$ cat src/rtl/cap_pkg.sv
package cap_pkg;
  typedef enum logic [1:0] {
    EDGE_NONE = 2'b00,
    EDGE_RISE = 2'b01,
    EDGE_FALL = 2'b10,
    EDGE_BOTH = 2'b11
  } edge_mode_e;

  localparam logic [1:0] ADDR_CTRL = 2'd0;
  localparam logic [1:0] ADDR_STAT = 2'd1;
  localparam logic [1:0] ADDR_DATA = 2'd2;

  localparam int CTRL_W      = 4;
  localparam int CTRL_TSEL_B = 2;
  localparam int CTRL_IEN_B  = 3;
  localparam int STAT_FLAG_B = 2;
endpackage

$ cat src/rtl/cap_sync_qual.sv
module cap_sync_qual #(
  parameter int QUAL_LEN = 2
) (
  input  logic clk,
  input  logic rst_n,
  input  logic pin,
  output logic lvl,
  output logic rise,
  output logic fall
);
  logic [1:0]          meta;
  logic [QUAL_LEN-1:0] win;

  always_ff @(posedge clk) begin
    if (!rst_n) meta <= '0;
    else        meta <= {meta[0], pin};
  end

  generate
    if (QUAL_LEN == 1) begin : g_q1
      assign win = meta[1];
    end else if (QUAL_LEN == 2) begin : g_q2
      logic hist;
      always_ff @(posedge clk) begin
        if (!rst_n) hist <= 1'b0;
        else        hist <= meta[1];
      end
      assign win = {hist, meta[1]};
    end else begin : g_qn
      logic [QUAL_LEN-2:0] hist;
      always_ff @(posedge clk) begin
        if (!rst_n) hist <= '0;
        else        hist <= {hist[QUAL_LEN-3:0], meta[1]};
      end
      assign win = {hist, meta[1]};
    end
  endgenerate

  assign rise = (&win) & ~lvl;
  assign fall = ~(|win) & lvl;

  always_ff @(posedge clk) begin
    if (!rst_n)    lvl <= 1'b0;
    else if (rise) lvl <= 1'b1;
    else if (fall) lvl <= 1'b0;
  end
endmodule

$ cat src/rtl/cap_edge_sel.sv
module cap_edge_sel
  import cap_pkg::*;
(
  input  edge_mode_e mode,
  input  logic       rise,
  input  logic       fall,
  output logic       evt
);
  always_comb begin
    unique case (mode)
      EDGE_RISE: evt = rise;
      EDGE_FALL: evt = fall;
      EDGE_BOTH: evt = rise | fall;
      default:   evt = 1'b0;
    endcase
  end
endmodule

$ cat src/rtl/cap_fifo.sv
module cap_fifo #(
  parameter int W     = 16,
  parameter int DEPTH = 2,
  localparam int CW   = $clog2(DEPTH + 1)
) (
  input  logic          clk,
  input  logic          rst_n,
  input  logic          push,
  input  logic [W-1:0]  din,
  input  logic          pop,
  output logic [W-1:0]  dout,
  output logic [CW-1:0] occ
);
  logic [W-1:0]  mem   [DEPTH];
  logic [W-1:0]  nxt   [DEPTH];
  logic [W-1:0]  last;
  logic [CW-1:0] cnt, ncnt;
  logic          do_pop;

  assign do_pop = pop && (cnt != '0);

  always_comb begin
    for (int i = 0; i < DEPTH; i++) nxt[i] = mem[i];
    ncnt = cnt;
    if (do_pop) begin
      for (int i = 0; i < DEPTH - 1; i++) nxt[i] = nxt[i+1];
      ncnt = cnt - 1'b1;
    end
    if (push) begin
      if (ncnt == CW'(DEPTH)) begin
        for (int i = 0; i < DEPTH - 1; i++) nxt[i] = nxt[i+1];
        nxt[DEPTH-1] = din;
      end else begin
        for (int i = 0; i < DEPTH; i++)
          if (ncnt == CW'(i)) nxt[i] = din;
        ncnt = ncnt + 1'b1;
      end
    end
  end

  always_ff @(posedge clk) begin
    if (!rst_n) begin
      for (int i = 0; i < DEPTH; i++) mem[i] <= '0;
      cnt  <= '0;
      last <= '0;
    end else begin
      for (int i = 0; i < DEPTH; i++) mem[i] <= nxt[i];
      cnt <= ncnt;
      if (do_pop) last <= mem[0];
    end
  end

  assign dout = (cnt != '0) ? mem[0] : last;
  assign occ  = cnt;
endmodule

$ cat src/rtl/cap_unit.sv
module cap_unit
  import cap_pkg::*;
#(
  parameter int TW       = 16,
  parameter int DEPTH    = 2,
  parameter int QUAL_LEN = 2
) (
  input  logic          clk,
  input  logic          rst_n,
  input  logic          cap_pin,
  input  logic [TW-1:0] tmr_a,
  input  logic [TW-1:0] tmr_b,
  input  logic [1:0]    reg_addr,
  input  logic          reg_wr,
  input  logic [TW-1:0] reg_wdata,
  input  logic          reg_rd,
  output logic [TW-1:0] reg_rdata,
  output logic          irq
);
  localparam int OCC_W = $clog2(DEPTH + 1);

  logic [CTRL_W-1:0] ctrl_q;
  logic              flag_q;
  logic              lvl, rise, fall, cap_evt, pop;
  logic [TW-1:0]     cap_val, head;
  logic [OCC_W-1:0]  occ;
  edge_mode_e        mode;

  assign mode    = edge_mode_e'(ctrl_q[1:0]);
  assign cap_val = ctrl_q[CTRL_TSEL_B] ? tmr_b : tmr_a;
  assign pop     = reg_rd && (reg_addr == ADDR_DATA);

  cap_sync_qual #(.QUAL_LEN(QUAL_LEN)) u_sq (
    .clk(clk), .rst_n(rst_n), .pin(cap_pin),
    .lvl(lvl), .rise(rise), .fall(fall)
  );

  cap_edge_sel u_es (
    .mode(mode), .rise(rise), .fall(fall), .evt(cap_evt)
  );

  cap_fifo #(.W(TW), .DEPTH(DEPTH)) u_fifo (
    .clk(clk), .rst_n(rst_n), .push(cap_evt), .din(cap_val),
    .pop(pop), .dout(head), .occ(occ)
  );

  always_ff @(posedge clk) begin
    if (!rst_n) begin
      ctrl_q <= '0;
      flag_q <= 1'b0;
    end else begin
      if (reg_wr && reg_addr == ADDR_CTRL) ctrl_q <= reg_wdata[CTRL_W-1:0];
      if (cap_evt)
        flag_q <= 1'b1;
      else if (reg_wr && reg_addr == ADDR_STAT && reg_wdata[STAT_FLAG_B])
        flag_q <= 1'b0;
    end
  end

  always_comb begin
    reg_rdata = '0;
    unique case (reg_addr)
      ADDR_CTRL: reg_rdata[CTRL_W-1:0] = ctrl_q;
      ADDR_STAT: begin
        reg_rdata[OCC_W-1:0]   = occ;
        reg_rdata[STAT_FLAG_B] = flag_q;
      end
      ADDR_DATA: reg_rdata = head;
      default:   reg_rdata = '0;
    endcase
  end

  assign irq = flag_q & ctrl_q[CTRL_IEN_B];
endmodule

$ cat config.mk
export PLATFORM = sky130hd
export DESIGN_NAME = cap_unit
export DESIGN_NICKNAME = d
export VERILOG_FILES = /design/src/rtl/cap_pkg.sv /design/src/rtl/cap_sync_qual.sv /design/src/rtl/cap_edge_sel.sv /design/src/rtl/cap_fifo.sv /design/src/rtl/cap_unit.sv
export SDC_FILE = /design/constraint.sdc
export NUM_CORES = 1
export LEC_CHECK = 0
export CAP_MARGIN = 20
export CORE_MARGIN = 5
export CORE_UTILIZATION = 40
export DETAILED_ROUTE_END_ITERATION = 12
export DONT_BUFFER_PORTS = 1
export SLEW_MARGIN = 5
export SYNTH_ARGS = -nofsm -noshare
export SYNTH_HDL_FRONTEND = slang
export SYNTH_SLANG_ARGS = --single-unit
$ cat constraint.sdc
create_clock -name clk -period 2.65 [get_ports clk]
set_input_delay 0.1325 -clock clk [delete_from_list [all_inputs] [get_ports clk]]
set_output_delay 0.1325 -clock clk [all_outputs]
set_load 0.02 [all_outputs]
# Word level (Yosys, flattened, before mapping)
# Memory sizes are Yosys's and may differ from the RTL's.
# Index checks and enable logic that the tools add are counted.
[word_totals]
ff_bits = 27
mem_bits_rw = 32
input_bits = 55
output_inout_bits = 17
elab_cells = 59
n_memories = 1
[op_classes]
add_sub_neg = 2
eq_ne = 7
mux = 22
bitwise_logic = 8
reduce_logical = 12
[memory_table]
columns = ["name", "words", "width", "rd", "rd_ports_with_merged_regs", "wr", "line_no", "source"]
rows = [
  ["u_fifo.mem", 2, 16, 2, 0, 2, "cap_fifo.sv:14", "logic [W-1:0] mem [DEPTH];"],
]
[op_table]
columns = ["op", "count"]
rows = [
  ["2-to-1 mux 16 bit", 7],
  ["2-to-1 mux 32 bit", 2],
  ["2-to-1 mux 12 bit", 1],
  ["one-hot mux 3 bit (3 select lines)", 1],
  ["== test 2 bit, second input constant", 4],
  ["== test 2 x 1 -> 1 bit, second input constant", 3],
  ["2-to-1 mux 1 bit", 6],
  ["2-to-1 mux 2 bit", 3],
  ["nonzero test 2 bit", 3],
  ["logical AND 1 bit", 5],
  ["logical NOT 2 bit", 2],
  ["bitwise AND 1 bit", 3],
  ["OR 1 bit", 3],
  ["one-hot mux 1 bit (3 select lines)", 1],
  ["adder 2 x 1 -> 2 bit, second input constant", 1],
  ["NOT 1 bit", 2],
  ["one-hot mux 1 bit (2 select lines)", 1],
  ["AND reduction 2 bit", 1],
  ["OR reduction 2 bit", 1],
  ["subtractor 2 x 1 -> 2 bit, second input constant", 1],
]

# Depth between registers and ports, before layout
# Gate-level depths: netlist of run 1.
[depth]
word_depth = 9
depth_mapped = 12
depth_no_buf = 9

# By module
# Synthesis of run 1 repeated with hierarchy kept, for this count alone.
[hier_totals]
cells_unflattened = 393
area_unflattened_um2 = 3414.5
[modules_own_cells]
columns = ["mod", "instances", "cells_per_inst", "area_each_um2", "seq_area_each_um2"]
rows = [
  ["cap_fifo", 1, 314, 2656.3, 1001.0],
  ["cap_unit", 1, 66, 621.8, 100.1],
  ["cap_sync_qual", 1, 12, 127.6, 80.1],
  ["cap_edge_sel", 1, 1, 8.8, 0.0],
]

# Least setup slack after synthesis of run 1
# Ideal clock, no wire load.
[synth_timing]
path_kind = "flip-flop to flip-flop"
from = "reg u_fifo.cnt[0] (netlist: u_fifo.occ[0])"
to = "mem u_fifo.mem[0][6]"
setup_ns = 0.075
arrival_ns = 2.780
required_time_ns = 2.575
slack_ns = -0.205
stages_incl_launch_ff = 13
path_buffers = 4
period_less_slack_ns = 2.855
cell_sequence = "dfxtp_1 > inv_1 > ha_1 > buf_6 > and4bb_4 > buf_2 > buf_1 > xnor2_1 > ha_1 > a21oi_1 > clkbuf_1 > nand2_1 > o22ai_1"
[synth_rtl]
columns = ["item", "line_no", "source"]
rows = [
  ["start: declaration", "cap_fifo.sv:17", "logic [CW-1:0] cnt, ncnt;"],
  ["start signal: assignment", "cap_fifo.sv:48", "cnt <= ncnt;"],
  ["end: declaration", "cap_fifo.sv:14", ""],
]

==> results.yml, run 1 <==
min_path:
  hold_class: "in -> reg"
  hold_depth: 2
  holdPathEnd: "u_fifo.mem[0][9]"
  worstHoldStart: "rst_n"
worst_setup_path:
  regToRegEndpoint: "u_fifo.mem[0][9]"
  crit_chain: "inv_1 -> ha_1 -> and4bb_4 -> mux2_4 -> a21o_1 -> o311ai_0"
  path_max_fanout: 16
  slowest_stage: "o311ai_0"
  crit_buf_inv: 1
  r2r_cells: 6
  crit_type: "reg -> reg"
  reg2reg_slack_ns: 0.23
  r2r-start: "u_fifo.occ[1]"
  critPathTopFamily: "compound AO/OA/AOI/OAI gates"
  cp-start-kind: "flop"
  cp.arrival_ns: 2.63
  cp-end-kind: "flop"
  cp.required_ns: 2.87
  max_stage_delay_ns: 0.43
clock_tree:
  cts.reportedPaths.clkPinSlew_ns: 0.06
  numCtsBuffers: 9
  tritoncts: "yes"
  cts_resized: 0
  clock-sinks: 59
  clock_path_buffers: 2
  clk_latency_ns: 0.34
  cts_htree_levels: 3
  cts_root_buffer: "clkbuf_8"
die:
  die_h_um: 98.5
  ioPinCount: 72
  fp.dieW_um: 98.5
  core-area_um2: 7690
  start_util: 0.407
  die_area_um2: 9700
  rows: 32
synthesis:
  syn_inst: 380
  synth_seq_area_share: 0.377
  ys_warn_count: 0
  synth_top_area_frac: 0.377
  syn_nets: 437
  ys_ff_latch: 59
  synth_area_leaders: "dfxtp_1 (38%), mux2i_1 (12%), nand2_1 (11%)"
  ys.flop_type: "dfxtp_1"
  syn_area_per_cell_um2: 8.24
  yosysTopAreaCell: "dfxtp_1"
  synth.cell_area_um2: 3130
  synth_edf_count: 0
  yosysUniqueCellTypes: 38
  synthArstFlopShare: 0
placed_design:
  place.gp.congestion: 0.844
  placed_area_um2: 3180
  place_hpwl_um: 5140
  port-buffer-count: 0
  preCtsSetupSlack_ns: 0.227
power:
  power_mw: 2.04
  p_int_mw: 1.63
  clkPwrFrac: 0.519
  irDropWorstVdd_v: 0.000226
  sw_frac_of_total: 0.203
  power_frac_seq: 0.438
  p_per_area_nw_per_um2: 581
  leakagePower_nw: 1.44
  switchingPower_mw: 0.413
  combPwrFrac: 0.042
final_layout:
  fin_util: 0.457
  fin_nets: 433
  drive_above_1_share: 0.131
  area_delta_synth_final_pct: 12.3
  diodes: 0
  final_area_um2: 3510
global_route:
  grt_pass1_vias: 2555
  grt_max_degree: 50
  grt_first_pass_wirelength_um: 13100
  track_usage: 0.171
  antenna_found_initial: 0
  grt_overflow_total: 0
timing:
  fin_crit_ns: 2.42
  clock.fmax_mhz: 414
  finalWorstSetupSlack_ns: 0.234
  drv_slew: 0
  post-route-period-util: 0.912
  worst_slew_pin_slew_ns: 0.710
  fin_skew_ns: 0.0100
  setup_viol: 0
  tns_ns: 0
  rsz0062_at_grt: "false"
  hold_violations: 0
  relSlewSlack: 0.527
status:
  status: "complete, no violations"
drt:
  drtPass1Iterations: 4
  vias: 2665
  drtIter0Drc: 87
  wl_per_cell_um: 16.6
  drt_wl_total_um: 8020
  drc: 0
  avgViaCountPerCell: 5.52
  drtAntennaViolNets: 0
run:
  drv_cap: 0
## metrics by stage
stage,std cells,hold slack (ns)
floorplan,380,0.260
global placement,461,0.261
detailed placement,461,0.265
CTS,483,0.00145
global route,483,0.00557
finish,483,0.00144
## worst reg2reg max path, delay by kind of cell, from the launching register on
family	cells	cell delay [ns]
compound gates	2	0.85
fa+ha+maj	1	0.19
flops	1	0.41
buf+inv	1	0.07
mux	1	0.42
simple gates	1	0.37
## registers in the layout, indices dropped and copies added (netlist names)
register        flops
u_fifo.mem         32
flag_q              1
u_sq.g_q2.hist      1
u_sq.lvl            1
u_fifo.occ          2
u_sq.meta           2
u_fifo.last        16
ctrl_q              4
## area by class of cell
| class | count | area, µm² |
|---|---|---|
| Timing Repair Buffer | 17 | 153 |
| Clock buffer | 12 | 165 |
| Clock inverter | 4 | 95.1 |
| Multi-Input combinational cell | 286 | 1780 |
| Tap cell | 102 | 128 |
| Fill cell | 774 | 4170 |
| Inverter | 3 | 11.3 |
| Sequential cell | 59 | 1180 |
## Yosys cell counts, types with 3 or more instances
master    instances
o311ai_1         10
nand2_1          88
buf_1             3
mux2_2           16
o211ai_1          3
o211a_1           3
buf_6             4
mux2i_1          37
o311ai_0          4
dfxtp_1          59
nand2b_1          3
o21ai_0           8
nand4_1          14
buf_2             5
o22ai_1           5
nor2_1           32
and2_1            6
clkbuf_1         19
a21oi_1          37
## power by group through the flow
stage	registers [mW]	logic (mW)	clock network, mW
2_1_floorplan	0.913	0.0684	0
5_1_grt	0.894	0.0956	1.12
3_3_place_gp	0.914	0.0674	0
6_report	0.894	0.0866	1.06
3_5_place_dp	0.914	0.0676	0
4_1_cts	0.894	0.0876	1.08
## cells by family after synthesis
kind of cell             count (synthesis)  share of synthesized area
AO/OA/AOI/OAI                           78                      0.158
buffers and inverters                   35                     0.0548
AND/OR/NAND/NOR                        150                      0.213
multiplexers                            55                      0.185
adder cells (fa/ha/maj)                  2                    0.00799
flip-flops                              59                      0.377
XOR/XNOR                                 1                    0.00280
## layer usage
metal / wire length (µm) / vias to the layer above / GRT usage
li1: - / 1336 / -
met3: 271 / 10 / 0.0439
met4: 133 / 0 / 0.0704
met1: 3930 / 1258 / 0.222
met2: 3690 / 61 / 0.269
met5: 0 / - / 0
## how the worst max path moves through the flow
stage                     depth (start not counted)           from  slack (ns)                 to
after floorplan                                  12  u_fifo.occ[0]        0.02   u_fifo.mem[0][7]
after global routing                              6  u_fifo.occ[1]        0.08   u_fifo.mem[0][9]
after global placement                            7  u_fifo.occ[1]        0.36  u_fifo.mem[0][24]
after detailed placement                          6  u_fifo.occ[1]        0.23   u_fifo.mem[0][9]
after CTS                                         6  u_fifo.occ[1]        0.18   u_fifo.mem[0][9]
final                                             6  u_fifo.occ[1]        0.23   u_fifo.mem[0][9]
## repair_timing
| item | 4_1_cts | 5_1_grt |
|---|---|---|
| buffers inserted | 0 | 0 |
| hold buffers | 6 | 0 |
| endpoints found under the setup margin | 0 | 0 |
| hold endpoints to repair | 37 | 0 |
## layout by cell type (no fill, tap or decap), types with 3 or more instances in the layout
| cell type | n |
|---|---|
| clkbuf_8 | 12 |
| nand4_1 | 14 |
| o311ai_1 | 10 |
| bufinv_16 | 3 |
| dlygate4sd3_1 | 5 |
| nand2b_1 | 3 |
| a21oi_1 | 36 |
| buf_4 | 11 |
| o22ai_1 | 5 |
| mux2_2 | 16 |
| mux2i_1 | 37 |
| o211ai_1 | 3 |
| nor2_1 | 32 |
| nand2_1 | 88 |
| o21ai_0 | 8 |
| and2_1 | 6 |
| o311ai_0 | 4 |
| dfxtp_1 | 59 |
| o211a_1 | 3 |
Note: power is estimated with default switching activity, not from simulation.
==> inputs of run 2 (changes only) <==
Settings changed: CORE_ASPECT_RATIO set to 1.25.
==> run 2 against run 1 <==
Compared with the run above: setup slack lost 0.062 ns; combinational power is 4.0% higher; clock skew decreased by 0.0031 ns; design area fell by 1.7%; sequential power about the same; critical path type unchanged; critical endpoint is now u_fifo.mem[0][23].
==> results.yml, run 2 (synthesis gave the netlist of run 1 again) <==
worst_setup_path:
  crit_type: "reg -> reg"
  regToRegEndpoint: "u_fifo.mem[0][23]"
  cp.required_ns: 2.87
  endpoint: "u_fifo.mem[0][23]"
  cp.arrival_ns: 2.70
  path_max_fanout: 26
  cp-start-kind: "flop"
  reg2reg_slack_ns: 0.17
  r2r_cells: 7
  r2r-start: "u_fifo.occ[1]"
  critPathLaunch: "u_fifo.occ[1]"
  cp-end-kind: "flop"
global_route:
  grt_pass1_vias: 2576
  grt_max_degree: 50
  grt_first_pass_wirelength_um: 12700
  grt_overflow_total: 0
  track_usage: 0.172
  antenna_found_initial: 0
timing:
  relSlewSlack: 0.554
  post-route-period-util: 0.935
  hold_violations: 0
  drv_slew: 0
  rsz0062_at_grt: "false"
  fin_crit_ns: 2.48
  worst_slew_pin_slew_ns: 0.670
  fin_skew_ns: 0.00688
  setup_viol: 0
  finalWorstSetupSlack_ns: 0.172
  clock.fmax_mhz: 404
  tns_ns: 0
drt:
  wl_per_cell_um: 16.7
  drtIter0Drc: 186
  drtAntennaViolNets: 0
  drtPass1Iterations: 5
  vias: 2692
  drc: 0
  avgViaCountPerCell: 5.66
  drt_wl_total_um: 7930
clock_tree:
  numCtsBuffers: 9
  clock-sinks: 59
  cts_setup_buffers: 0
  cts_htree_levels: 3
  clock_path_buffers: 2
  cts_root_buffer: "clkbuf_8"
  tritoncts: "yes"
  cts.reportedPaths.clkPinSlew_ns: 0.07
  clk_latency_ns: 0.34
final_layout:
  layout_common_cells: "nand2_1 (88), dfxtp_1 (59), mux2i_1 (37)"
  regMostFlops: "u_fifo.mem"
  diodes: 0
  largest_reg_flops: 32
  layout_commonest_cell: "nand2_1"
  fin_nets: 433
  drive_above_1_share: 0.131
  top_regs: "u_fifo.mem: 32 flops, u_fifo.last: 16 flops, ctrl_q: 4 flops"
  area_delta_synth_final_pct: 10.4
die:
  fp.dieW_um: 89.1
  start_util: 0.406
  core-area_um2: 7700
  rows: 36
  ioPinCount: 72
  die_h_um: 109
  die_area_um2: 9710
placed_design:
  place_hpwl_um: 5060
  port-buffer-count: 0
  place.gp.congestion: 0.762
  preCtsSetupSlack_ns: 0.0910
run:
  drv_cap: 0
power:
  irDropWorstVdd_v: 0.000249
  p_per_area_nw_per_um2: 513
  leakagePower_nw: 1.40
min_path:
  hold_class: "in -> reg"
status:
  status: "complete, no violations"
-- run 2: layer usage --
| layer | global-route usage | routed length [µm] | part of all wire | vias up |
|---|---|---|---|---|
| li1 | - | - | - | 1341 |
| met1 | 0.216 | 3530 | 0.45 | 1275 |
| met2 | 0.267 | 3830 | 0.48 | 63 |
| met3 | 0.0461 | 360 | 0.045 | 13 |
| met4 | 0.0872 | 205 | 0.026 | 0 |
| met5 | 0 | 0 | 0 | - |
-- run 2: what timing repair did --
item	CTS	global route
hold endpoints to repair	37	0
endpoints found under the setup margin	0	16
hold buffers	7	0
gates resized for setup	0	4
-- run 2: report_power, final --
| part | internal, mW | switching, mW | total, mW |
|---|---|---|---|
| combinational | 0.0383 | 0.0517 | 0.0901 |
| sequential | 0.891 | 0.00339 | 0.894 |
| clock | 0.441 | 0.348 | 0.789 |
| total | 1.37 | 0.403 | 1.77 |
-- run 2: worst max-delay path: stages (launching register included) --
cell,delay (ns)
dfxtp_1,0.41
inv_1,0.08
ha_1,0.19
and4bb_4,0.45
buf_4,0.33
mux2i_1,0.27
mux2_4,0.45
mux2i_1,0.16
-- run 2: area by class of cell --
class                           count  area [µm²]
Clock buffer                       15         186
Clock inverter                      1        5.00
Fill cell                         779        4250
Inverter                            3        11.3
Multi-Input combinational cell    286        1800
Sequential cell                    59        1180
Tap cell                           95         119
Timing Repair Buffer               17         155
-- run 2: worst min path at each step --
stage / start / endpoint / slack, ns / depth (start not counted)
final: reg_addr[0] / ctrl_q[2] / 0.01 / 2
after global routing: reg_addr[0] / ctrl_q[2] / 0.04 / 2
after CTS: reg_addr[0] / ctrl_q[2] / 0.004 / 2
after detailed placement: rst_n / u_sq.meta[0] / 0.27 / 1
after global placement: rst_n / u_sq.meta[1] / 0.27 / 1
after floorplan: cap_pin / u_sq.meta[0] / 0.26 / 1
-- run 2: per-stage QoR --
step	utilization	hold WS (ns)	cells	power, mW	cell area (µm²)
floorplan	-	0.260	380	0.981	3140
global placement	0.411	0.269	453	0.982	3170
detailed placement	0.411	0.266	453	0.983	3170
CTS	0.447	0.00405	476	1.79	3440
global route	0.449	0.0387	476	1.84	3450
finish	0.449	0.0133	476	1.77	3450
==> inputs of run 3 (changes only) <==
Settings changed: CELL_PAD_IN_SITES_DETAIL_PLACEMENT set to 1, CELL_PAD_IN_SITES_GLOBAL_PLACEMENT set to 1, PLACE_DENSITY_LB_ADDON set to 0.1.
Clock period 2.65 ns to 2.56 ns, I/O delays scaled along.
==> run 3 against run 2 <==
Compared with the run above: sequential share of layout area shrank 0.80 points; power increased by 7.4%; sequential power increased by 3.6%; hold slack improved by 0.0077 ns; critical path type unchanged.
==> results.yml, run 3 (synthesis gave the netlist of run 1 again) <==
status:
  status: "complete, no violations"
power:
  power_mw: 1.90
  leakagePower_nw: 1.46
  p_per_area_nw_per_um2: 538
  irDropWorstVdd_v: 0.000257
global_route:
  top_usage_layer: "met2"
  track_usage: 0.197
  antenna_found_initial: 0
  grt_pass1_vias: 2885
  grt_util_met3: 0.0385
  gr-usage-met2: 0.346
  grt_first_pass_wirelength_um: 14500
  grt_max_degree: 50
  grt_use_met1: 0.226
  grt_overflow_total: 0
timing:
  post-route-period-util: 0.942
  worst_slew_pin_slew_ns: 0.671
  hold_violations: 0
  clock.fmax_mhz: 415
  relSlewSlack: 0.553
  fin_skew_ns: 0.00499
  rsz0062_at_grt: "false"
  fin_crit_ns: 2.41
  setup_viol: 0
  tns_ns: 0
  drv_slew: 0
  finalWorstSetupSlack_ns: 0.150
worst_setup_path:
  cp.required_ns: 2.82
  cp-end-kind: "flop"
  reg2reg_slack_ns: 0.15
  path_max_fanout: 15
  critPathTopFamily: "compound AO/OA/AOI/OAI gates"
  max_stage_delay_ns: 0.47
  slowest_stage: "a21oi_4"
  cp-start-kind: "flop"
  cp.arrival_ns: 2.67
  crit_chain: "inv_1 -> ha_1 -> and4bb_4 -> a21oi_1 -> ha_2 -> buf_4 -> a21oi_4 -> nand2_1 -> o22ai_1"
  crit_buf_inv: 2
  crit_type: "reg -> reg"
die:
  rows: 36
  ioPinCount: 72
  core-area_um2: 7700
  die_h_um: 109
  start_util: 0.406
  die_area_um2: 9710
  fp.dieW_um: 89.1
placed_design:
  preCtsSetupSlack_ns: 0.0778
  place_hpwl_um: 5770
  port-buffer-count: 0
  place.gp.congestion: 0.743
final_layout:
  diodes: 0
  largest_reg_flops: 32
  n_fill_cell: 939
  regMostFlops: "u_fifo.mem"
  fin_nets: 441
  layout_commonest_cell: "nand2_1"
  layout_common_cells: "nand2_1 (88), dfxtp_1 (59), mux2i_1 (37)"
  top_regs: "u_fifo.mem: 32 flops, u_fifo.last: 16 flops, ctrl_q: 4 flops"
  drive_above_1_share: 0.145
  area_delta_synth_final_pct: 13.0
clock_tree:
  clock-sinks: 59
  cts_root_buffer: "clkbuf_8"
  clock_path_buffers: 2
  clk_latency_ns: 0.34
  cts.reportedPaths.clkPinSlew_ns: 0.06
  numCtsBuffers: 9
  cts_htree_levels: 3
  tritoncts: "yes"
min_path:
  hold_class: "in -> reg"
drt:
  drt_wl_total_um: 8920
  drc: 0
  drtIter0Drc: 92
  avgViaCountPerCell: 5.73
  drtAntennaViolNets: 0
  wl_per_cell_um: 18.5
  drtPass1Iterations: 4
  vias: 2762
run:
  drv_cap: 0
==> run 3: layer usage <==
| metal | share of wire | vias to the layer above |
|---|---|---|
| met5 | 0 | - |
| met3 | 0.027 | 15 |
| li1 | - | 1343 |
| met1 | 0.44 | 1365 |
| met4 | 0.020 | 0 |
| met2 | 0.52 | 39 |
==> run 3: worst reg2reg max path, delay by kind of cell (launching register included) <==
| family | cells | cell delay [ns] |
|---|---|---|
| and+or+nand+nor | 2 | 0.55 |
| adders and majority gates | 2 | 0.45 |
| AOI/OAI and AO/OA | 3 | 0.80 |
| DFF | 1 | 0.34 |
| buffers and inverters | 2 | 0.22 |
==> run 3: what timing repair did <==
action | 4_1_cts | 5_1_grt
hold buffers | 8 | 0
setup endpoints to repair | 1 | 14
cloned | 0 | 0
hold endpoints to repair | 38 | 0
resized for setup | 1 | 1
setup buffers | 0 | 2
pin swaps | 0 | 1
==> run 3: final timing paths <==
kind / start / to / depth (start not counted)
worst max-delay path: u_fifo.occ[0] / u_fifo.mem[0][6] / 9
worst min register to register: u_sq.meta[0] / u_sq.meta[1] / 1
worst min-delay path: reg_addr[0] / ctrl_q[0] / 2
worst max register to register: u_fifo.occ[0] / u_fifo.mem[0][6] / 9
==> run 3: area by class of cell <==
class	instances	area, µm²	area share
flip-flops and latches	59	1180	0.334
clock buffers	12	165	0.0467
clock inverters	2	35.0	0.00990
well taps	95	119	0.0336
multi-input cells	286	1800	0.508
repair buffers	25	230	0.0651
inverters	3	11.3	0.00318
==> run 3: where the power goes <==
part | internal (mW) | switching [mW]
combinational | 0.0401 | 0.0529
sequential | 0.922 | 0.00394
clock | 0.517 | 0.368
total | 1.48 | 0.424
==> run 3: stage by stage <==
step | hold WS [ns] | instances | cell area (µm²) | utilization
6_report | 0.0210 | 482 | 3540 | 0.459
5_1_grt | 0.0467 | 482 | 3540 | 0.459
4_1_cts | 0.00324 | 480 | 3510 | 0.456
3_5_place_dp | 0.260 | 458 | 3220 | 0.418
3_3_place_gp | 0.260 | 458 | 3220 | 0.418
2_1_floorplan | 0.255 | 380 | 3140 | -
